--- config.mk ---
export PLATFORM = sky130hd
export DESIGN_NAME = rank_train_seq
export DESIGN_NICKNAME = d
export VERILOG_FILES = /design/src/rtl/rts_pkg.sv /design/src/rtl/rts_cfg_regs.sv /design/src/rtl/rts_trial_ctr.sv /design/src/rtl/rts_rfsh_burst.sv /design/src/rtl/rank_train_seq.sv
export SDC_FILE = /design/constraint.sdc
export NUM_CORES = 1
export LEC_CHECK = 0
export ABC_AREA = 1
export BUFFER_PORTS_ARGS = -buffer_cell sky130_fd_sc_hd__buf_2
export CORE_MARGIN = 5
export CORE_UTILIZATION = 45
export CTS_CLUSTER_DIAMETER = 200
export CTS_CLUSTER_SIZE = 16
export DETAILED_ROUTE_END_ITERATION = 10
export MAX_ROUTING_LAYER = met4
export PLACE_DENSITY = 0.78
export SLEW_MARGIN = 20
export SYNTH_ARGS = -nofsm -noshare
export SYNTH_HDL_FRONTEND = slang
export SYNTH_SLANG_ARGS = --single-unit
--- constraint.sdc ---
create_clock -name clk -period 2.2 [get_ports clk]
set_input_delay 0.44 -clock clk [delete_from_list [all_inputs] [get_ports clk]]
set_output_delay 0.44 -clock clk [all_outputs]
set_load 0.01 [all_outputs]
--- src/rtl/rts_pkg.sv ---
package rts_pkg;
  typedef enum logic [2:0] {
    ST_IDLE,
    ST_ISSUE,
    ST_WAIT,
    ST_CHECK,
    ST_RFSH,
    ST_NEXT,
    ST_FINISH
  } rts_state_e;
endpackage

--- src/rtl/rts_cfg_regs.sv ---
module rts_cfg_regs #(
  parameter int CNT_W    = 4,
  parameter int RFSH_RST = 8,
  parameter int REP_RST  = 7
) (
  input  logic             clk,
  input  logic             rst,
  input  logic             cfg_we,
  input  logic [CNT_W-1:0] rfsh_d,
  input  logic [CNT_W-1:0] rep_d,
  input  logic             dbg_d,
  input  logic             step_wr,
  input  logic             step_take,
  output logic [CNT_W-1:0] rfsh_q,
  output logic [CNT_W-1:0] rep_q,
  output logic             dbg_q,
  output logic             step_q
);
  always_ff @(posedge clk) begin
    if (rst) begin
      rfsh_q <= CNT_W'(RFSH_RST);
      rep_q  <= CNT_W'(REP_RST);
      dbg_q  <= 1'b0;
      step_q <= 1'b0;
    end else begin
      if (cfg_we) begin
        rfsh_q <= rfsh_d;
        rep_q  <= rep_d;
        dbg_q  <= dbg_d;
      end
      // a fresh write wins over consumption in the same cycle
      if (step_wr)        step_q <= 1'b1;
      else if (step_take) step_q <= 1'b0;
    end
  end
endmodule

--- src/rtl/rts_trial_ctr.sv ---
module rts_trial_ctr #(
  parameter int CNT_W     = 4,
  parameter int FAIL_MULT = 4,
  parameter int TRIAL_W   = 6
) (
  input  logic             clk,
  input  logic             rst,
  input  logic             clr,
  input  logic             eval,
  input  logic             pass,
  input  logic [CNT_W-1:0] rep_cfg,
  output logic             rank_ok,
  output logic             rank_bad
);
  logic [CNT_W-1:0]   run_q;
  logic [TRIAL_W-1:0] trials_q;
  logic [CNT_W-1:0]   rep_eff;
  logic [TRIAL_W-1:0] limit;
  logic [CNT_W:0]     run_inc;
  logic [TRIAL_W-1:0] trial_inc;

  assign rep_eff   = (rep_cfg == '0) ? CNT_W'(1) : rep_cfg;
  assign limit     = TRIAL_W'(rep_eff) * TRIAL_W'(FAIL_MULT);
  assign run_inc   = {1'b0, run_q} + 1'b1;
  assign trial_inc = trials_q + 1'b1;
  assign rank_ok   = pass && (run_inc >= {1'b0, rep_eff});
  assign rank_bad  = !rank_ok && (trial_inc >= limit);

  always_ff @(posedge clk) begin
    if (rst || clr) begin
      run_q    <= '0;
      trials_q <= '0;
    end else if (eval) begin
      run_q    <= pass ? run_inc[CNT_W-1:0] : '0;
      trials_q <= trial_inc;
    end
  end
endmodule

--- src/rtl/rts_rfsh_burst.sv ---
module rts_rfsh_burst #(
  parameter int CNT_W = 4
) (
  input  logic             clk,
  input  logic             rst,
  input  logic             go,
  input  logic [CNT_W-1:0] count,
  input  logic             ref_ack,
  output logic             ref_req,
  output logic             finished
);
  logic [CNT_W-1:0] rem_q;

  always_ff @(posedge clk) begin
    if (rst) begin
      rem_q   <= '0;
      ref_req <= 1'b0;
    end else if (go) begin
      rem_q   <= count;
      ref_req <= 1'b0;
    end else if (ref_req && ref_ack) begin
      ref_req <= 1'b0;
      rem_q   <= rem_q - 1'b1;
    end else if (rem_q != '0 && !ref_req) begin
      ref_req <= 1'b1;
    end
  end

  assign finished = (rem_q == '0) && !ref_req;
endmodule

--- src/rtl/rank_train_seq.sv ---
module rank_train_seq
  import rts_pkg::*;
#(
  parameter int MAX_RANKS = 4,
  parameter int CNT_W     = 4,
  parameter int FAIL_MULT = 4,
  parameter int RFSH_RST  = 8,
  parameter int REP_RST   = 7
) (
  input  logic                         clk,
  input  logic                         rst,
  input  logic                         cfg_we,
  input  logic [CNT_W-1:0]             cfg_rfsh_cnt,
  input  logic [CNT_W-1:0]             cfg_repeat,
  input  logic                         cfg_dbg_en,
  input  logic                         dbg_step_wr,
  input  logic [$clog2(MAX_RANKS+1)-1:0] num_ranks,
  input  logic                         start,
  output logic                         trn_req,
  output logic [$clog2(MAX_RANKS)-1:0] trn_rank,
  input  logic                         trn_done,
  input  logic                         trn_pass,
  output logic                         ref_req,
  input  logic                         ref_ack,
  output logic                         busy,
  output logic                         seq_done,
  output logic [MAX_RANKS-1:0]         rank_pass,
  output logic [CNT_W-1:0]             rfsh_cnt_q,
  output logic [CNT_W-1:0]             repeat_q,
  output logic                         dbg_en_q,
  output logic                         dbg_step_q
);
  localparam int RIDX_W  = $clog2(MAX_RANKS);
  localparam int NR_W    = $clog2(MAX_RANKS + 1);
  localparam int TRIAL_W = $clog2(FAIL_MULT * ((1 << CNT_W) - 1) + 1);

  rts_state_e        state_q, nxt;
  logic              want, gated, move, adv_ok, step_take;
  logic [RIDX_W-1:0] rank_q, last_q, last_idx;
  logic [NR_W-1:0]   nr_eff;
  logic              res_vld, res_pass;
  logic              rank_ok, rank_bad, rank_end;
  logic              rf_go, rf_fin, ctr_clr, ctr_eval;

  rts_cfg_regs #(.CNT_W(CNT_W), .RFSH_RST(RFSH_RST), .REP_RST(REP_RST)) u_cfg (
    .clk(clk), .rst(rst), .cfg_we(cfg_we), .rfsh_d(cfg_rfsh_cnt), .rep_d(cfg_repeat),
    .dbg_d(cfg_dbg_en), .step_wr(dbg_step_wr), .step_take(step_take),
    .rfsh_q(rfsh_cnt_q), .rep_q(repeat_q), .dbg_q(dbg_en_q), .step_q(dbg_step_q)
  );

  rts_trial_ctr #(.CNT_W(CNT_W), .FAIL_MULT(FAIL_MULT), .TRIAL_W(TRIAL_W)) u_trial (
    .clk(clk), .rst(rst), .clr(ctr_clr), .eval(ctr_eval), .pass(res_pass),
    .rep_cfg(repeat_q), .rank_ok(rank_ok), .rank_bad(rank_bad)
  );

  rts_rfsh_burst #(.CNT_W(CNT_W)) u_rfsh (
    .clk(clk), .rst(rst), .go(rf_go), .count(rfsh_cnt_q), .ref_ack(ref_ack),
    .ref_req(ref_req), .finished(rf_fin)
  );

  // populated rank count clamped to 1..MAX_RANKS
  assign nr_eff   = (num_ranks == '0) ? NR_W'(1) :
                    (num_ranks > NR_W'(MAX_RANKS)) ? NR_W'(MAX_RANKS) : num_ranks;
  assign last_idx = RIDX_W'(nr_eff - 1'b1);
  assign rank_end = rank_ok || rank_bad;
  assign adv_ok   = !dbg_en_q || dbg_step_q;

  always_comb begin
    nxt   = state_q;
    want  = 1'b0;
    gated = 1'b1;
    unique case (state_q)
      ST_IDLE:   begin gated = 1'b0; want = start; nxt = ST_ISSUE; end
      ST_ISSUE:  begin want = 1'b1; nxt = ST_WAIT; end
      ST_WAIT:   begin want = res_vld; nxt = ST_CHECK; end
      ST_CHECK: begin
        want = 1'b1;
        if (!rank_end)                nxt = ST_ISSUE;
        else if (rank_q == last_q)    nxt = ST_FINISH;
        else if (rfsh_cnt_q != '0)    nxt = ST_RFSH;
        else                          nxt = ST_NEXT;
      end
      ST_RFSH:   begin want = rf_fin; nxt = ST_NEXT; end
      ST_NEXT:   begin want = 1'b1; nxt = ST_ISSUE; end
      ST_FINISH: begin want = 1'b1; nxt = ST_IDLE; end
      default:   begin want = 1'b1; nxt = ST_IDLE; end
    endcase
  end

  assign move      = want && (!gated || adv_ok);
  assign step_take = move && gated && dbg_en_q;
  assign ctr_eval  = move && (state_q == ST_CHECK);
  assign ctr_clr   = move && ((state_q == ST_NEXT) || (state_q == ST_IDLE));
  assign rf_go     = ctr_eval && (nxt == ST_RFSH);

  always_ff @(posedge clk) begin
    if (rst) begin
      state_q   <= ST_IDLE;
      rank_q    <= '0;
      last_q    <= '0;
      trn_req   <= 1'b0;
      seq_done  <= 1'b0;
      rank_pass <= '0;
      res_vld   <= 1'b0;
      res_pass  <= 1'b0;
    end else begin
      trn_req  <= move && (state_q == ST_ISSUE);
      seq_done <= move && (state_q == ST_FINISH);
      if (move) state_q <= nxt;
      if (move && state_q == ST_IDLE) begin
        rank_q    <= '0;
        last_q    <= last_idx;
        rank_pass <= '0;
      end
      if (move && state_q == ST_NEXT) rank_q <= rank_q + 1'b1;
      if (ctr_eval && rank_ok) rank_pass[rank_q] <= 1'b1;
      if (move && state_q == ST_WAIT) begin
        res_vld <= 1'b0;
      end else if (state_q == ST_WAIT && trn_done && !res_vld) begin
        res_vld  <= 1'b1;
        res_pass <= trn_pass;
      end
    end
  end

  assign trn_rank = rank_q;
  assign busy     = (state_q != ST_IDLE);
endmodule

==> results.md <==
* CTS Hold Bufs at 0
* Count of port buffers added during placement at 39
* Post-Syn Area at 2140 sq um
* Final setup margin at -0.0469 ns
* Pin count of the biggest net entering global routing at 20
* Drt pass-1 iters at 4
* Bufs on Longest Clock Path at 2
* Fill count at 415
* Final setup fails at 4
* Std cell rows at 25
* Top_reg_cell synth: dfxtp_1
* CP max FO at 8
* Setup crit start: u_trial.run_q[0]
* Vias at 2105
* Crit-path most repeated cell: nand2_1
* Least-Margin Pin Slew at 0.295 ns
* Placed Area at 2470 sq um
* Net Switching at 870 uW
* Critical path class: flip-flop to flip-flop
* Syn Area/Cell at 7.38 sq um
* HPWL after detailed placement at 3.73 mm
* M1 GR Usage at 20.7%
* Clk_lat worst skew at 0.29 ns
* Status: finished, violations left
* EDFF count, synth at 0
* Global-route wire length before repair at 8.44 mm
* Sw Ratio at 36.1%
* Final Skew at 0.00485 ns
* RSZ-0062 raised after global routing: yes
* Setup crit end kind: flip-flop
* GR peak layer: met2
* Distinct cells, synth at 31
* CTS root buf: clkbuf_8
* HP Start: dbg_step_wr
* Worst VDD drop at 380 uV
* Violation count after the first detailed-route iteration at 136
* Critical Path Slowest Stage Cell: dfxtp_2
* DRC Markers at 0
* Grt ovf at 0
* GR Util met3 at 4.42%
* Pint at 1540 uW
* Area delta synth->final at 31.1%
* Async set-reset flop share out of synthesis at 0%
* Largest cells by area after synthesis: dfxtp_1, nand2_1, ha_1, a21oi_1, inv_1
* Ports at 40
* Die Area at 6240 sq um
* GR Layer Usage met2 at 29.0%
* Total core area at 4660 sq um
* Max-cap violations at 0
* Cell area after layout at 2810 sq um
* Sequential fraction of design power at 37.3%
* Multi-input logic area at 1290 sq um
* Area leader, netlist: dfxtp_1
* Clk network pwr share at 27.1%
* Synth warn at 0
* Vias in the first global route at 1944
* Tcrit/Tclk final at 102%
* Crit path DAT at 2.48 ns
* Die width at 79.0 um
* Clock Sinks at 40
* CTS buffer count at 5
* Slew Viols, Final at 0
* Initial antenna violation count at 0
* Routability cong. at 0.861
* Yosys top cell area share at 37.4%
* Minimum clock period at 2.25 ns
* Crit-path cells: ha_1 > ha_1 > a21oi_2 > nand2_1 > nand2_1 > nand2_1 > nand2_2 > nand3_4 > nand3_2 > nand2_2 > inv_4 > nand3_4 > nand2_1 > nand2_1 > a21oi_2
* Nets at 383
* Commonest cells in the synthesized netlist: nand2_1, dfxtp_1, inv_1
* PwrDens at 859 nW/um^2
* WL per Instance at 13.3 um
* H-tree depth at 2
* Routed Antenna Nets at 0
* Worst setup SP type: flip-flop
* Worst r2r src: u_trial.run_q[0]
* Synthesized net count at 324
* Register area at 810 sq um
* Share of cells above drive strength 1 at 34.9%
* Hold WC Path Type: input pin to flip-flop
* Post-synthesis sequential area ratio at 37.4%
* Initial Util at 45.9%
* Slew Limit Headroom at 80.1%
* Overall Power at 2410 uW
* Top-count cell post-synth: nand2_1
* FF+latch count, synth at 40
* Failing checks: setup timing
* Worst EP required at 2.43 ns
* Avg Vias per Cell at 5.21
* All-layer global routing usage at 17.4%
* LEAKAGE at 0.00132 uW
* CP max stage delay at 0.36 ns
* N_diodes at 0
* Clock-pin transition on the worst setup and hold timing paths at 0.07 ns
* Synthesized instance count at 290
* Die H at 79.0 um
* CTS tree: built
* WL final at 5.39 mm
* Max Clk Rate at 445 MHz
* Final hold violation count at 0
* Combinational power share at 35.5%
final timing paths:
path	to	slack, ns	cells past startpoint
hold reg to reg	rank_pass[3]	0.47	2
setup / recovery	u_rfsh.rem_q[1]	-0.05	15
setup reg to reg	u_rfsh.rem_q[1]	-0.05	15
hold / removal	u_cfg.step_q	0.35	3
cell families after synthesis:
logic type / after synthesis / share of synthesized area, %
simple gates: 118 / 25.7
buf+inv: 48 / 8.47
fa+ha+maj: 14 / 8.18
compound gates: 63 / 17.4
xor+xnor: 7 / 2.86
flops: 40 / 37.4
power by group through the flow:
stage               clock network (uW)  registers [uW]  logic, uW
detailed placement                   0             911        742
global placement                     0             907        728
CTS                                670             897        794
floorplan                            0             915        528
finish                             655             900        856
global route                       697             913        953
layout make-up:
| type | instances | area share (%) |
|---|---|---|
| multi-input cells | 202 | 46.1 |
| clock buffers | 7 | 3.43 |
| clock inverters | 1 | 1.07 |
| repair buffers | 59 | 12.6 |
| inverters | 41 | 5.57 |
| flip-flops and latches | 40 | 28.8 |
| well taps | 54 | 2.41 |
cells in the final DEF, fill, tap and decap left out, types with 3 or more instances in the layout:
cell type,count
clkbuf_8,7
o21ai_0,16
ha_4,3
inv_2,8
xnor2_1,3
nand4_1,3
a21oi_1,30
nand2_2,10
nand3_2,6
buf_4,18
dfxtp_1,33
nor2_1,15
a211oi_1,3
dfxtp_2,7
nand2_4,3
nand3_1,19
inv_1,32
nand2_1,50
a21oi_2,5
buf_2,39
xor2_1,3
ha_1,11
sequential cells by signal (all words and copies together) (netlist names), 2 cells and up:
name              count
u_trial.trials_q      6
rank_pass             4
u_cfg.rep_q           4
u_cfg.rfsh_q          4
u_rfsh.rem_q          4
u_trial.run_q         4
state_q               3
last_q                2
trn_rank              2
metal layers:
metal,up-vias,part of all wire (%)
met5,-,0
met4,0,1.3
met3,5,5.7
met2,60,48
met1,970,45
li1,1070,-
metrics by stage:
stage / setup WS (ns) / instances / hold slack [ns] / util (%) / setup TNS, ns
after floorplan: 0.0379 / 290 / 0.458 / - / 0
after global placement: 0.0464 / 389 / 0.449 / 53.1 / 0
after detailed placement: -0.0222 / 389 / 0.457 / 53.1 / -0.0776
after CTS: 0.00502 / 400 / 0.351 / 57.2 / 0
after global routing: -0.163 / 404 / 0.348 / 60.2 / -0.747
final: -0.0469 / 404 / 0.355 / 60.2 / -0.106
worst max-delay path: cells and delay by family (launching register included):
kind	cells	cell delay, ns
compound gates	2	0.27
fa+ha+maj	2	0.64
buf+inv	1	0.08
flops	1	0.36
simple gates	10	0.83
what timing repair did:
item,CTS,global route
setup endpoints to repair,4,6
gates cloned,0,0
pin swaps,10,14
gates resized for setup,16,25
buffers inserted,3,4
Power figures use the tool's default switching activity.
